File: src/rtl/dm_avg_pkg.sv
package dm_avg_pkg;

  // Clamp a span code to the widest span the block supports.
  function automatic int unsigned clamp_span(int unsigned code, int unsigned max_code);
    return (code > max_code) ? max_code : code;
  endfunction

endpackage

File: src/rtl/dm_avg_mask.sv
module dm_avg_mask #(
  parameter int NUM_IN = 16,
  parameter int SEL_W  = 3
) (
  input  logic [NUM_IN-1:0] din,
  input  logic [SEL_W-1:0]  span,
  output logic [NUM_IN-1:0] dmask
);

  // Inputs outside the active span count as zero.
  for (genvar i = 0; i < NUM_IN; i++) begin : g_bit
    assign dmask[i] = din[i] & (32'(i) < (32'd1 << span));
  end

endmodule

File: src/rtl/dm_avg_tree.sv
module dm_avg_tree #(
  parameter int NUM_IN = 16,
  localparam int LOG2N = $clog2(NUM_IN),
  localparam int CNT_W = LOG2N + 1
) (
  input  logic [NUM_IN-1:0] bits,
  output logic [CNT_W-1:0]  count
);

  // Level l holds NUM_IN>>l partial counts, each l+1 bits wide.
  for (genvar l = 0; l <= LOG2N; l++) begin : g_lvl
    localparam int NODES = NUM_IN >> l;
    logic [l:0] sum [NODES];
    if (l == 0) begin : g_leaf
      for (genvar i = 0; i < NODES; i++) begin : g_n
        assign sum[i] = bits[i];
      end
    end else begin : g_add
      for (genvar i = 0; i < NODES; i++) begin : g_n
        assign sum[i] = {1'b0, g_lvl[l-1].sum[2*i]} + {1'b0, g_lvl[l-1].sum[2*i+1]};
      end
    end
  end

  assign count = g_lvl[LOG2N].sum[0];

endmodule

File: src/rtl/dm_avg_accum.sv
module dm_avg_accum #(
  parameter int NUM_IN = 16,
  parameter int SEL_W  = 3,
  localparam int LOG2N = $clog2(NUM_IN),
  localparam int CNT_W = LOG2N + 1
) (
  input  logic             clk,
  input  logic             rst,
  input  logic [SEL_W-1:0] span,
  input  logic [CNT_W-1:0] count,
  output logic             bit_q
);

  logic [LOG2N-1:0] acc_q;
  logic [CNT_W-1:0] modulus;
  logic [CNT_W-1:0] half;
  logic [CNT_W-1:0] total;
  logic             carry;
  logic [CNT_W-1:0] wrapped;

  always_comb begin
    modulus = CNT_W'(1) << span;
    half    = modulus >> 1;
    total   = {1'b0, acc_q} + count;
    carry   = (total >= modulus);
    wrapped = carry ? (total - modulus) : total;
  end

  always_ff @(posedge clk) begin
    if (rst) begin
      acc_q <= half[LOG2N-1:0];
      bit_q <= 1'b0;
    end else begin
      acc_q <= wrapped[LOG2N-1:0];
      bit_q <= carry;
    end
  end

  // remainder never reaches the modulus
  assert_acc_in_range_R3: assert property (@(posedge clk) disable iff (rst)
    {1'b0, acc_q} < modulus);

  // reset centres the accumulator and clears the output
  assert_reset_centre_R4: assert property (@(posedge clk)
    rst |=> ({1'b0, acc_q} == half) && !bit_q);

  // a full count always wraps
  assert_full_count_wraps_R5: assert property (@(posedge clk) disable iff (rst)
    (count == modulus) |=> bit_q);

  // an empty count never wraps
  assert_empty_count_holds_R5: assert property (@(posedge clk) disable iff (rst)
    (count == '0) |=> (!bit_q && $stable(acc_q)));

endmodule

File: src/rtl/dm_average_adder.sv
module dm_average_adder #(
  parameter int NUM_IN = 16,
  localparam int LOG2N = $clog2(NUM_IN),
  localparam int SEL_W = $clog2(LOG2N + 1),
  localparam int CNT_W = LOG2N + 1
) (
  input  logic              clk,
  input  logic              rst,
  input  logic [NUM_IN-1:0] din,
  input  logic [SEL_W-1:0]  tap_sel,
  output logic              dm_out
);

  import dm_avg_pkg::*;

  logic [SEL_W-1:0]  span_eff;
  logic [NUM_IN-1:0] din_act;
  logic [CNT_W-1:0]  ones;

  // codes past the full width fold onto it
  assign span_eff = SEL_W'(clamp_span(32'(tap_sel), LOG2N));

  dm_avg_mask #(.NUM_IN(NUM_IN), .SEL_W(SEL_W)) i_mask (
    .din   (din),
    .span  (span_eff),
    .dmask (din_act)
  );

  dm_avg_tree #(.NUM_IN(NUM_IN)) i_tree (
    .bits  (din_act),
    .count (ones)
  );

  dm_avg_accum #(.NUM_IN(NUM_IN), .SEL_W(SEL_W)) i_accum (
    .clk   (clk),
    .rst   (rst),
    .span  (span_eff),
    .count (ones),
    .bit_q (dm_out)
  );

  // the tree count cannot exceed the active span
  assert_count_within_span_R6: assert property (@(posedge clk) disable iff (rst)
    ({1'b0, ones} <= ((CNT_W+1)'(1) << span_eff)));

  // the effective span is never wider than the input group
  always_comb begin
    assert_span_clamped_R7: assert (32'(span_eff) <= LOG2N);
  end

endmodule

File: config.mk
export PLATFORM = sky130hd
export DESIGN_NAME = dm_average_adder
export DESIGN_NICKNAME = d
export VERILOG_FILES = /design/src/rtl/dm_avg_pkg.sv /design/src/rtl/dm_avg_mask.sv /design/src/rtl/dm_avg_tree.sv /design/src/rtl/dm_avg_accum.sv /design/src/rtl/dm_average_adder.sv
export SDC_FILE = /design/constraint.sdc
export NUM_CORES = 1
export LEC_CHECK = 0
export ABC_CLOCK_PERIOD_IN_PS = 17000
export BUFFER_PORTS_ARGS = -buffer_cell sky130_fd_sc_hd__buf_4
export CORE_AREA = 10 10 54 52
export DETAILED_ROUTE_END_ITERATION = 6
export DIE_AREA = 0 0 64 62
export GPL_ROUTABILITY_DRIVEN = 0
export PLACE_DENSITY = 0.92
export RECOVER_POWER = 100
export SYNTH_ARGS = -nofsm -noshare
export SYNTH_HDL_FRONTEND = slang
export SYNTH_SLANG_ARGS = --single-unit
File: constraint.sdc
create_clock -name clk -period 17 [get_ports clk]
set_input_delay 3.4 -clock clk [delete_from_list [all_inputs] [get_ports clk]]
set_output_delay 3.4 -clock clk [all_outputs]
set_load 0.005 [all_outputs]
# Word-level counts from Yosys, hierarchy flattened
# Index checks and enable logic that the tools add are counted.
# Widths: inputs -> output; s select.
dict set report totals {
  register_bits 5
  in_bits 21
  word_cells 58
}
dict set report op_classes {
  addsub 17
  magnitude_cmp 18
  shifts 2
  n_mux 3
  bitwise 16
}
# cell count
set op_table {}
lappend op_table {{$lt 4x32->1 const A} 8}
lappend op_table {{$lt 3x32->1 const A} 4}
lappend op_table {{$lt 1x32->1 const A} 2}
lappend op_table {{$lt 2x32->1 const A} 2}
lappend op_table {{$shl 1x3->32 const A} 1}
lappend op_table {{$add 1x1->2} 8}
lappend op_table {{$and 1x1->1} 16}
lappend op_table {{$add 2x2->3} 4}
lappend op_table {{$add 3x3->4} 2}
lappend op_table {{$mux 4} 2}
lappend op_table {{$add 4x4->5} 1}
lappend op_table {{$add 4x5->5} 1}
lappend op_table {{$ge 5x5->1} 1}
lappend op_table {{$shl 1x3->5 const A} 1}
lappend op_table {{$sub 4x4->4} 1}
lappend op_table {{$gt 3x3->1 const B} 1}
lappend op_table {{$mux 3} 1}

# Logic depth before layout (Yosys ltp)
dict set report logic_depth {
  depth_word 13
  depth_mapped 21
  mapped_depth_nobuf 21
}

# Modules after synthesis
# A second synthesis with hierarchy kept.
dict set report unflattened {
  hier_cells 136
  hier_area_um2 1131.1
}
# module n_inst cells_per_inst area_per_inst_um2 seq_area_each_um2
set by_module_without_submodules {}
lappend by_module_without_submodules {dm_avg_accum 1 68 578.1 100.1}
lappend by_module_without_submodules {dm_avg_tree 1 47 407.9 0.0}
lappend by_module_without_submodules {dm_avg_mask 1 18 128.9 0.0}
lappend by_module_without_submodules {dm_average_adder 1 3 16.3 0.0}

# Least setup slack after synthesis
# Ideal clock, no wire load.
dict set report synth_path {
  kind {input -> register}
  startpoint {input port tap_sel[2]}
  endpoint {register i_accum.acc_q[1]}
  setup_ns 0.129
  arrival_time_ns 7.889
  t_required_ns 16.871
  path_slack_ns 8.982
  cell_stages 21
  path_cell_list {inv_1 -> nand3_1 -> nand2_1 -> nand2_1 -> fa_1 -> fa_1 -> fa_1 -> inv_1 -> fa_1 -> fa_1 -> inv_1 -> fa_1 -> inv_1 -> a21o_1 -> a21oi_1 -> xnor2_1 -> ha_1 -> nand3_1 -> o21ai_4 -> mux2i_1 -> mux2i_1}
}
dict set report synth_via {
  elab_chain_cells 13
  elab_cells_between_ends 56
  classes_between {add/sub (17); order compare (18); shift (2); mux (3); bitwise (16)}
}
# element line
set synth_rtl {}
lappend synth_rtl {{start, declared} dm_average_adder.sv:10} ;# input logic [SEL_W-1:0] tap_sel,
lappend synth_rtl {{$gt 3x3->1} dm_avg_pkg.sv:5} ;# return (code > max_code) ? max_code : code;
lappend synth_rtl {{$mux 3 (*)} dm_avg_pkg.sv:5}
lappend synth_rtl {{$shl 1x3->32} dm_avg_mask.sv:12} ;# assign dmask[i] = din[i] & (32'(i) < (32'd1 << span));
lappend synth_rtl {{$lt 1x32->1 (tied with other cells)} dm_avg_mask.sv:12}
lappend synth_rtl {{$and 1x1->1} dm_avg_mask.sv:12}
lappend synth_rtl {{$add 1x1->2} dm_avg_tree.sv:20} ;# assign sum[i] = {1'b0, g_lvl[l-1].sum[2*i]} + {1'b0, g_lvl[l-1].sum[2*i+1]};
lappend synth_rtl {{$add 2x2->3} dm_avg_tree.sv:20}
lappend synth_rtl {{$add 3x3->4} dm_avg_tree.sv:20}
lappend synth_rtl {{$add 4x4->5} dm_avg_tree.sv:20}
lappend synth_rtl {{$add 4x5->5} dm_avg_accum.sv:24} ;# total = {1'b0, acc_q} + count;
lappend synth_rtl {{$sub 4x4->4 / $ge 5x5->1 (equally long branches)} {dm_avg_accum.sv:26, dm_avg_accum.sv:25}}
lappend synth_rtl {{$mux 4} dm_avg_accum.sv:26} ;# wrapped = carry ? (total - modulus) : total;
lappend synth_rtl {{$mux 4 (*)} dm_avg_accum.sv:30} ;# if (rst) begin
lappend synth_rtl {{end signal, assigned} dm_avg_accum.sv:31} ;# acc_q <= half[LOG2N-1:0];
lappend synth_rtl {{end signal, assigned} dm_avg_accum.sv:34} ;# acc_q <= wrapped[LOG2N-1:0];
lappend synth_rtl {{end, declared} dm_avg_accum.sv:14} ;# logic [LOG2N-1:0] acc_q;
# Mark *: on every way between the ends. The rest lies on a longest branch, timed or not.
# A chain may end at the register's enable or synchronous reset.

# Worst setup path in the final report
dict set report layout_path {
  startpoint {input port tap_sel[2]}
  endpoint {register i_accum.acc_q[0]}
}
# The elaborated chain is that of the path after synthesis.

==> results.md <==
* Final net count at 177
* Number of nets still failing antenna checks after routing at 0
* Period Utilization, post-route at 0.5440
* Slew @ Worst Pin at 0.9435 ns
* FMAX at 0.1081 GHz
* Clk_skew at 0.005567 ns
* Multi-input gate area at 744.5 um^2
* Status: completed
* CP Buf/Inv Count at 5
* Non-filler cells, final at 156
* First-pass GRT wire length at 3946 um
* CTS Buf Count at 3
* Clk pin slew, worst setup/hold paths at 0.05 ns
* Register bit total from synthesis at 5
* Initial antenna violation count at 0
* Area post-placement at 1142 um^2
* Layout cells sized above 1 at 0.2061
* # rows at 15
* Crit path launch type: input port
* DRC Markers at 0
* Initial Util at 0.5389
* Worst path slowest cell: o21ai_0
* CTS tree: built
* IO Port Bufs at 21
* Sequential Area at 100.1 um^2
* Setup violators final at 0
* Number of synthesized flops with an enable pin at 0
* Final-report hold violation count at 0
* Fillers at 131
* Die Wd at 64 um
* Final Max Tran Viols at 0
* CP delay by family, top: adder cells
* WP data arrival at 9.38 ns
* Ant diodes at 0
* Root buf cell: clkbuf_4
* H-tree lvl count at 1
* Largest net degree at the start of global routing at 15
* Die area at 3968 um^2
* Slowest cell delay on critical path at 0.76 ns
* Yosys cell types at 25
* Post-synth design cell area at 960.9 um^2
* MaxCap Viol Count at 0
* Initial DRC Count at 45
* Largest cells by area after synthesis: fa_1, ha_1, dfxtp_1, inv_1, mux2i_1
* Total setup buffers inserted after CTS at 0
* Ys flop type: dfxtp_1
* Global route total overflow at 0
* Total GRT Usage at 0.1280
* Most numerous cell in the Yosys netlist: inv_1
* Synth area leader: fa_1
* Share of flip-flops with an asynchronous set or reset at 0
* Post-CTS Hold Buffers at 0
* DR WL/cell at 14.45 um
* # IOs at 22
* Finished Cell Area at 1154 um^2
* Synth top area share at 0.2500
* Min-delay worst type: flip-flop to flip-flop
* CTS resizes at 0
* Vias in the first global route at 892
* Setup_tns at 0 ns
* Placed cell count at 152
* Critical Path RT at 17.13 ns
* Share of synthesized area occupied by flip-flops and latches at 0.1042
* Syn_nets at 153
* Clock insertion delay at the later pin of the skew report at 0.26 ns
* Top cells by count, synth: inv_1, fa_1, ha_1
* Synth warnings at 0
* Count of TritonRoute iterations in the first routing pass at 4
* Slew HR at 0.3644
* Crit path max fanout at 14
* CP endpoint kind: flip-flop
* Routed vias at 813
* Most used cell, CP: fa_1
* CTS sink count at 5
* Syn_area_per_cell at 8.897 um^2
* HPWL after DPL at 1988 um
* CTS max path bufs at 2
* Core area at 1783 um^2
* Layout Area Growth over Synthesis at 20.05%
* Post-layout min period at 9.248 ns
* DR vias/cell at 5.212
* Syn Inst Count at 108
* Setup CP Type: input port to flip-flop
* Worst-path cell chain: clkbuf_1 -> inv_1 -> nand3_1 -> nand2_1 -> nand2_1 -> fa_1 -> fa_1 -> fa_1 -> inv_1 -> fa_1 -> fa_1 -> inv_1 -> fa_1 -> inv_1 -> a21o_1 -> a21oi_1 -> xnor2_1 -> ha_1 -> nand3_1 -> o21ai_0 -> nor3_1 -> a221oi_1
* DRT Wirelength at 2254 um
* Chip Height at 62 um
* Unrepaired setup endpoints after global routing: false
* Min Hold Slack at 0.9649 ns
## cell usage in the layout, fill, tap and decap left out
cell type | synthesis | layout
xnor2_1 | 6 | 6
or3b_4 | 1 | 1
nand3_1 | 3 | 3
maj3_2 | 1 | 1
mux2i_1 | 6 | 6
nand2_1 | 8 | 8
o21ai_0 | 1 | 2
ha_1 | 12 | 12
a21boi_0 | 1 | 1
inv_1 | 26 | 26
fa_1 | 12 | 12
nor3_1 | 2 | 2
and2_1 | 5 | 5
a21oi_1 | 4 | 4
buf_4 | 0 | 19
dfxtp_1 | 5 | 5
a221oi_1 | 1 | 1
clkbuf_4 | 0 | 4
nor3b_2 | 1 | 1
a21o_1 | 3 | 3
nand2b_1 | 1 | 1
a221oi_2 | 1 | 1
nor2b_1 | 3 | 3
clkbuf_1 | 2 | 2
nor2_1 | 1 | 1
o21a_1 | 1 | 1
## path summary, 6_finish.rpt
kind                    startpoint          endpoint  slack, ns  cells past startpoint
hold / removal    i_accum.acc_q[3]  i_accum.acc_q[3]       0.96                      5
setup reg to reg  i_accum.acc_q[0]  i_accum.acc_q[0]      12.01                     17
hold reg to reg   i_accum.acc_q[3]  i_accum.acc_q[3]       0.96                      5
setup / recovery        tap_sel[2]  i_accum.acc_q[0]       7.75                     22
## final cells by class
type,instances,share of cell area
clock buffers,4,0.02278
repair buffers,21,0.1334
inverters,26,0.08460
flip-flops and latches,5,0.08677
multi-input cells,75,0.6453
well taps,25,0.02711
## state kept, by name (all words and copies together) (netlist names)
name,cells
i_accum.acc_q,4
i_accum.bit_q,1
## through the flow
step | utilization | setup WS (ns)
final | 0.6470 | 7.752
after global routing | 0.6470 | 7.505
after CTS | 0.6554 | 8.526
after detailed placement | 0.6407 | 8.256
after global placement | 0.6407 | 8.609
after floorplan | - | 8.982
## layer usage
layer / up-vias / track usage / share of wire
met5: - / 0 / 0
met3: 12 / 0.05556 / 0.076
met4: 0 / 0.07165 / 0.047
li1: 385 / - / -
met1: 384 / 0.1262 / 0.39
met2: 32 / 0.2270 / 0.49
## cell families (layout without fill, tap and decap cells)
| logic type | after synthesis | after routing | share of synthesized area |
|---|---|---|---|
| buffers and inverters | 28 | 51 | 0.1094 |
| adder cells (fa/ha/maj) | 25 | 25 | 0.4180 |
| AND/OR/NAND/NOR | 25 | 25 | 0.1445 |
| AO/OA/AOI/OAI | 13 | 13 | 0.1068 |
| XOR/XNOR | 6 | 6 | 0.05469 |
| multiplexers | 6 | 6 | 0.06250 |
| flip-flops | 5 | 5 | 0.1042 |
## worst min-delay path, delay by kind of cell, from the launching register on
kind | cells | cell delay [ns]
adder cells (fa/ha/maj) | 2 | 0.29
multiplexers | 2 | 0.22
flip-flops | 1 | 0.31
XOR/XNOR | 1 | 0.10
Power is left out: the tool's default activity adds up to more than one toggle a clock period on the data nets, which glitch-free logic cannot reach.
